<file path="config.mk">
export PLATFORM = sky130hd
export DESIGN_NAME = spi_irq_status
export DESIGN_NICKNAME = d
export VERILOG_FILES = /design/src/rtl/spi_irq_pkg.sv /design/src/rtl/spi_irq_sticky.sv /design/src/rtl/spi_irq_level.sv /design/src/rtl/spi_irq_regs.sv /design/src/rtl/spi_irq_status.sv
export SDC_FILE = /design/constraint.sdc
export NUM_CORES = 1
export LEC_CHECK = 0
export BUFFER_PORTS_ARGS = -buffer_cell sky130_fd_sc_hd__buf_2
export CORE_MARGIN = 4
export CORE_UTILIZATION = 25
export DETAILED_ROUTE_END_ITERATION = 8
export PLACE_DENSITY = 0.59
export SYNTH_ARGS = -nofsm -noshare
export SYNTH_HDL_FRONTEND = slang
export SYNTH_SLANG_ARGS = --single-unit
</file>
<file path="constraint.sdc">
create_clock -name clk -period 1.9 [get_ports clk]
set_input_delay 0.095 -clock clk [delete_from_list [all_inputs] [get_ports clk]]
set_output_delay 0.095 -clock clk [all_outputs]
set_load 0.1 [all_outputs]
</file>
<file path="src/rtl/spi_irq_pkg.sv">
package spi_irq_pkg;
  localparam int NUM_SRC = 4;

  // Bit positions inside the raw and masked words
  typedef enum logic [1:0] {
    SRC_OVR = 2'd0,
    SRC_RTO = 2'd1,
    SRC_RXL = 2'd2,
    SRC_TXL = 2'd3
  } src_e;

  // Word addresses of the register port
  typedef enum logic [1:0] {
    ADR_MASK  = 2'd0,
    ADR_RAW   = 2'd1,
    ADR_MSTAT = 2'd2,
    ADR_CLR   = 2'd3
  } adr_e;
endpackage

</file>
<file path="src/rtl/spi_irq_sticky.sv">
module spi_irq_sticky (
  input  logic clk,
  input  logic rst_n,
  input  logic set_i,
  input  logic clr_i,
  output logic q_o
);
  always_ff @(posedge clk) begin
    if (!rst_n)     q_o <= 1'b0;
    else if (set_i) q_o <= 1'b1;   // set has priority
    else if (clr_i) q_o <= 1'b0;
  end

  // a set pulse always lands, even against a clear
  a_r10_set_wins: assert property (@(posedge clk) disable iff (!rst_n)
    set_i |=> q_o);
  // a set bit holds without a clear request
  a_r7_hold: assert property (@(posedge clk) disable iff (!rst_n)
    (q_o && !clr_i) |=> q_o);
  // a lone clear request drops the bit
  a_r8_clear: assert property (@(posedge clk) disable iff (!rst_n)
    (clr_i && !set_i) |=> !q_o);
endmodule

</file>
<file path="src/rtl/spi_irq_level.sv">
module spi_irq_level #(
  parameter int DEPTH = 8,
  parameter int CW    = 4
) (
  input  logic          clk,
  input  logic          rst_n,
  input  logic [CW-1:0] tx_level,
  input  logic [CW-1:0] rx_level,
  input  logic          eot_mode,
  input  logic          last_bit_i,
  output logic          tx_raw_o,
  output logic          rx_raw_o
);
  localparam logic [CW-1:0] HALF = CW'(DEPTH / 2);

  logic eot_flag_q;
  logic eot_flag_d;
  logic tx_fifo_hit;
  logic rx_fifo_hit;

  assign tx_fifo_hit = (tx_level <= HALF);
  assign rx_fifo_hit = (rx_level >= HALF);

  always_comb begin
    eot_flag_d = eot_flag_q;
    if (last_bit_i)             eot_flag_d = 1'b1;
    else if (tx_level != '0)    eot_flag_d = 1'b0;
  end

  always_ff @(posedge clk) begin
    if (!rst_n) begin
      eot_flag_q <= 1'b0;
      tx_raw_o   <= 1'b0;
      rx_raw_o   <= 1'b0;
    end else begin
      eot_flag_q <= eot_flag_d;
      tx_raw_o   <= eot_mode ? eot_flag_d : tx_fifo_hit;
      rx_raw_o   <= rx_fifo_hit;
    end
  end

  a_r4_tx_low: assert property (@(posedge clk) disable iff (!rst_n)
    (!eot_mode && tx_level <= HALF) |=> tx_raw_o);
  a_r4_tx_high: assert property (@(posedge clk) disable iff (!rst_n)
    (!eot_mode && tx_level > HALF) |=> !tx_raw_o);
  a_r5_eot_set: assert property (@(posedge clk) disable iff (!rst_n)
    (eot_mode && last_bit_i) |=> tx_raw_o);
  a_r5_eot_drop: assert property (@(posedge clk) disable iff (!rst_n)
    (eot_mode && !last_bit_i && tx_level != '0) |=> !tx_raw_o);
  a_r6_rx_high: assert property (@(posedge clk) disable iff (!rst_n)
    (rx_level >= HALF) |=> rx_raw_o);
  a_r6_rx_low: assert property (@(posedge clk) disable iff (!rst_n)
    (rx_level < HALF) |=> !rx_raw_o);
endmodule

</file>
<file path="src/rtl/spi_irq_regs.sv">
module spi_irq_regs
  import spi_irq_pkg::*;
#(
  parameter int AW  = 4,
  parameter int DW  = 32,
  parameter int NS  = NUM_SRC
) (
  input  logic          clk,
  input  logic          rst_n,
  input  logic          wr_en,
  input  logic          rd_en,
  input  logic [AW-1:0] addr,
  input  logic [DW-1:0] wr_data,
  input  logic [NS-1:0] raw_i,
  output logic [NS-1:0] clr_o,
  output logic [DW-1:0] rd_data,
  output logic          rd_valid,
  output logic          irq_o
);
  localparam logic [AW-1:0] A_MASK  = AW'(ADR_MASK);
  localparam logic [AW-1:0] A_RAW   = AW'(ADR_RAW);
  localparam logic [AW-1:0] A_MSTAT = AW'(ADR_MSTAT);
  localparam logic [AW-1:0] A_CLR   = AW'(ADR_CLR);

  logic [NS-1:0] mask_q;
  logic [NS-1:0] masked;
  logic [DW-1:0] rd_mux;

  assign masked = raw_i & mask_q;
  assign irq_o  = |masked;
  assign clr_o  = (wr_en && addr == A_CLR) ? wr_data[NS-1:0] : '0;

  always_comb begin
    rd_mux = '0;
    case (addr)
      A_MASK:  rd_mux[NS-1:0] = mask_q;
      A_RAW:   rd_mux[NS-1:0] = raw_i;
      A_MSTAT: rd_mux[NS-1:0] = masked;
      default: rd_mux = '0;
    endcase
  end

  always_ff @(posedge clk) begin
    if (!rst_n) begin
      mask_q   <= '0;
      rd_data  <= '0;
      rd_valid <= 1'b0;
    end else begin
      if (wr_en && addr == A_MASK) mask_q <= wr_data[NS-1:0];
      rd_valid <= rd_en;
      if (rd_en) rd_data <= rd_mux;
    end
  end

  a_r11_mask_kept: assert property (@(posedge clk) disable iff (!rst_n)
    (wr_en && addr != A_MASK) |=> $stable(mask_q));
  a_r2_upper_zero: assert property (@(posedge clk) disable iff (!rst_n)
    rd_valid |-> (rd_data[DW-1:NS] == '0));
  a_r13_one_pulse: assert property (@(posedge clk) disable iff (!rst_n)
    !rd_en |=> !rd_valid);
endmodule

</file>
<file path="src/rtl/spi_irq_status.sv">
module spi_irq_status
  import spi_irq_pkg::*;
#(
  parameter int DEPTH = 8,
  parameter int CW    = $clog2(DEPTH + 1),
  parameter int AW    = 4,
  parameter int DW    = 32
) (
  input  logic          clk,
  input  logic          rst_n,
  input  logic [CW-1:0] tx_level,
  input  logic [CW-1:0] rx_level,
  input  logic          eot_mode,
  input  logic          tx_last_bit,
  input  logic          rx_timeout,
  input  logic          rx_overrun,
  input  logic          reg_wr,
  input  logic          reg_rd,
  input  logic [AW-1:0] reg_addr,
  input  logic [DW-1:0] reg_wdata,
  output logic [DW-1:0] reg_rdata,
  output logic          reg_rvalid,
  output logic          irq
);
  localparam int NSTK = 2;

  logic [NUM_SRC-1:0] raw;
  logic [NUM_SRC-1:0] clr_req;
  logic [NSTK-1:0]    stk_set;
  logic [NSTK-1:0]    stk_clr;
  logic [NSTK-1:0]    stk_q;

  assign stk_set[0] = rx_overrun;
  assign stk_set[1] = rx_timeout;
  assign stk_clr[0] = clr_req[SRC_OVR];
  assign stk_clr[1] = clr_req[SRC_RTO];

  for (genvar g = 0; g < NSTK; g++) begin : g_sticky
    spi_irq_sticky u_stk (
      .clk   (clk),
      .rst_n (rst_n),
      .set_i (stk_set[g]),
      .clr_i (stk_clr[g]),
      .q_o   (stk_q[g])
    );
  end

  logic tx_raw;
  logic rx_raw;

  spi_irq_level #(.DEPTH(DEPTH), .CW(CW)) u_level (
    .clk        (clk),
    .rst_n      (rst_n),
    .tx_level   (tx_level),
    .rx_level   (rx_level),
    .eot_mode   (eot_mode),
    .last_bit_i (tx_last_bit),
    .tx_raw_o   (tx_raw),
    .rx_raw_o   (rx_raw)
  );

  assign raw[SRC_OVR] = stk_q[0];
  assign raw[SRC_RTO] = stk_q[1];
  assign raw[SRC_RXL] = rx_raw;
  assign raw[SRC_TXL] = tx_raw;

  spi_irq_regs #(.AW(AW), .DW(DW), .NS(NUM_SRC)) u_regs (
    .clk      (clk),
    .rst_n    (rst_n),
    .wr_en    (reg_wr),
    .rd_en    (reg_rd),
    .addr     (reg_addr),
    .wr_data  (reg_wdata),
    .raw_i    (raw),
    .clr_o    (clr_req),
    .rd_data  (reg_rdata),
    .rd_valid (reg_rvalid),
    .irq_o    (irq)
  );

  // nothing is signalled in the first cycle after reset
  a_r1_quiet: assert property (@(posedge clk)
    !rst_n |=> (!irq && raw[SRC_OVR] == 1'b0 && raw[SRC_RTO] == 1'b0));
endmodule

</file>
==> results.py <==
metrics = {
    "synth": {
        "ys_warn_count": 0,
        "avgSynthCellArea_um2": 8.77,
        "ys_top_cells_by_area": "dfxtp_1 (33%), buf_4 (25%), a32o_1 (4.7%), mux2i_1 (4.7%), nand2_1 (4.4%)",
        "synthesis.area_um2": 851,
        "synthArstFlopShare_pct": 0,
        "yosys.area.top_type": "dfxtp_1",
        "netlist_instances": 97,
        "synth-seq-cells": 14,
        "synth_cell_types": 24,
        "synth_top_area_share_pct": 32.9,
        "yosys_most_used_dff": "dfxtp_1",
        "synth_edf_count": 0,
        "yosysSeqAreaShare_pct": 32.9,
    },
    "finish": {
        "diodes": 0,
        "drive_above_1_share_pct": 26.4,
        "fin_cells": 169,
        "layout_common_cells": "conb_1 (28), buf_2 (27), dfxtp_1 (14)",
        "fillers": 344,
        "final_common_cell": "conb_1",
        "syn_to_final_growth_pct": 12.6,
        "nets": 178,
    },
    "routing": {
        "vias": 666,
        "wl_met3_um": 155,
        "routedWlPerCell_um": 9.79,
        "drtIter0Drc": 12,
        "route.detailed.drc": 0,
        "drt-met1-wl_um": 610,
        "firstDrtPassIters": 3,
        "met2_length_um": 871,
        "routed_via_density": 3.94,
        "postRouteAntennaNets": 0,
        "topRoutingLayerUsed": "met4",
        "drt-total-wl_um": 1650,
    },
    "floorplan": {
        "die-height_um": 66.3,
        "die_w_um": 66.3,
        "initial_core_util_pct": 27.0,
        "core_um2": 3150,
        "rows": 20,
        "die_area_um2": 4400,
        "boundaryPins": 86,
    },
    "worst_setup_path": {
        "cp-start-kind": "flop",
        "cp_data_arrival_time_ns": 1.25,
        "crit_type": "flop to output pin",
        "cp.required_ns": 1.80,
        "cp_max_fo": 4,
        "critPathCaptureType": "output pin",
    },
    "grt": {
        "grt_pass1_vias": 568,
        "grt_max_degree": 18,
        "grt.total_usage_pct": 6.93,
        "antenna_found_initial": 0,
        "gr-total-overflow": 0,
        "grt_pass1_wl_um": 2390,
    },
    "placement": {
        "place_congestion": 0.653,
        "dpl_worst_slack_ns": 0.748,
        "dp.cells": 165,
        "io_buffers": 27,
        "dpl.hpwl_um": 1430,
    },
    "sta": {
        "finalSetupTns_ns": 0,
        "drv_slew": 0,
        "min_period_ns": 1.35,
        "finalCritPeriodShare_pct": 70.9,
        "hold_viol": 0,
        "fin_ws_ns": 0.553,
        "finClkSkew_ns": 0.000532,
        "rsz0062_at_grt": "false",
        "finalSetupViolations": 0,
        "fmax_mhz": 743,
    },
    "clock_tree": {
        "cts_buffers": 3,
        "clock_latency_ns": 0.27,
        "cts-resized-gates": 0,
        "cts_max_level": 1,
        "clock_sinks": 14,
        "holdBufCountCts": 0,
        "cts_tree": "done",
        "cts_root_buf": "clkbuf_4",
        "post_cts_buffers": 0,
        "clk_transition_reported_paths_ns": 0.08,
        "clock_path_buffers": 2,
    },
    "status": {
        "outcome": "completed",
    },
    "hold_path": {
        "hp-class": "primary input to flop",
    },
    "power_and_ir_drop": {
        "leakagePower_nw": 0.459,
        "ir_drop_uv": 244,
        "p_per_area_nw_per_um2": 880,
        "power_mw": 0.843,
    },
    "run": {
        "drv_cap": 0,
    },
}
-- kinds of logic after synthesis --
group                  synth area share [%]
DFF                                    32.9
buffers and inverters                  26.3
AOI/OAI and AO/OA                      15.0
muxes                                  4.71
and+or+nand+nor                        20.6
other                                 0.441
-- worst max-delay path, stage by stage (launching register included) --
cell	delay [ns]
dfxtp_1	0.39
a22oi_1	0.10
nand2_1	0.06
buf_2	0.42
-- worst paths after layout --
kind                    startpoint                 to  slack (ns)  cells after the start
max          g_sticky[1].u_stk.q_o                irq        0.55                      3
min                    rx_level[3]   u_level.rx_raw_o        0.02                      2
max reg2reg  g_sticky[1].u_stk.q_o  u_regs.rd_data[1]        0.86                      3
min reg2reg     u_level.eot_flag_q   u_level.tx_raw_o        0.48                      2
-- per-layer routing --
layer	vias up	GRT usage [%]
met5	-	0
met4	0	3.05
met3	2	2.04
met2	27	12.6
met1	298	7.22
li1	339	-
-- synth_stat cells, types with 3 or more instances --
cell type,number
a21oi_1,3
a22o_1,4
a32o_1,4
buf_4,28
dfxtp_1,14
mux2i_1,4
nand2_1,10
nand2b_1,4
nand3_1,3
nor2b_1,3
o21ai_0,3
-- report_power, final --
part           leakage (nW)  switching, mW  total (mW)  internal, mW
Sequential            0.115        0.00701       0.310         0.303
Combinational         0.323          0.288       0.323        0.0342
Clock                0.0210         0.0944       0.211         0.116
-- layout make-up --
type                       instances  area (um^2)  area share (%)
multi-input combinational         79          448            46.7
sequential                        14          280            29.2
timing repair buffer              27          135            14.1
tap                               44         55.1            5.74
clock buffer                       4         36.3            3.79
inverter                           1         3.75           0.392
-- registers in the layout, indices dropped and copies added (netlist names) --
name and cells:
u_regs.mask_q 4, u_regs.rd_data 4, u_level.rx_raw_o 1, u_level.tx_raw_o 1, u_regs.rd_valid 1, u_level.eot_flag_q 1
g_sticky.u_stk.q_o 2
-- through the flow --
stage	hold WS (ns)	util (%)	instance area, um^2
6_report	0.0184	30.4	958
2_1_floorplan	0.205	-	952
5_1_grt	0.0112	30.4	958
3_3_place_gp	0.304	29.2	922
3_5_place_dp	0.305	29.2	922
4_1_cts	0.0123	30.4	958
Note: power is estimated with default switching activity, not from simulation.
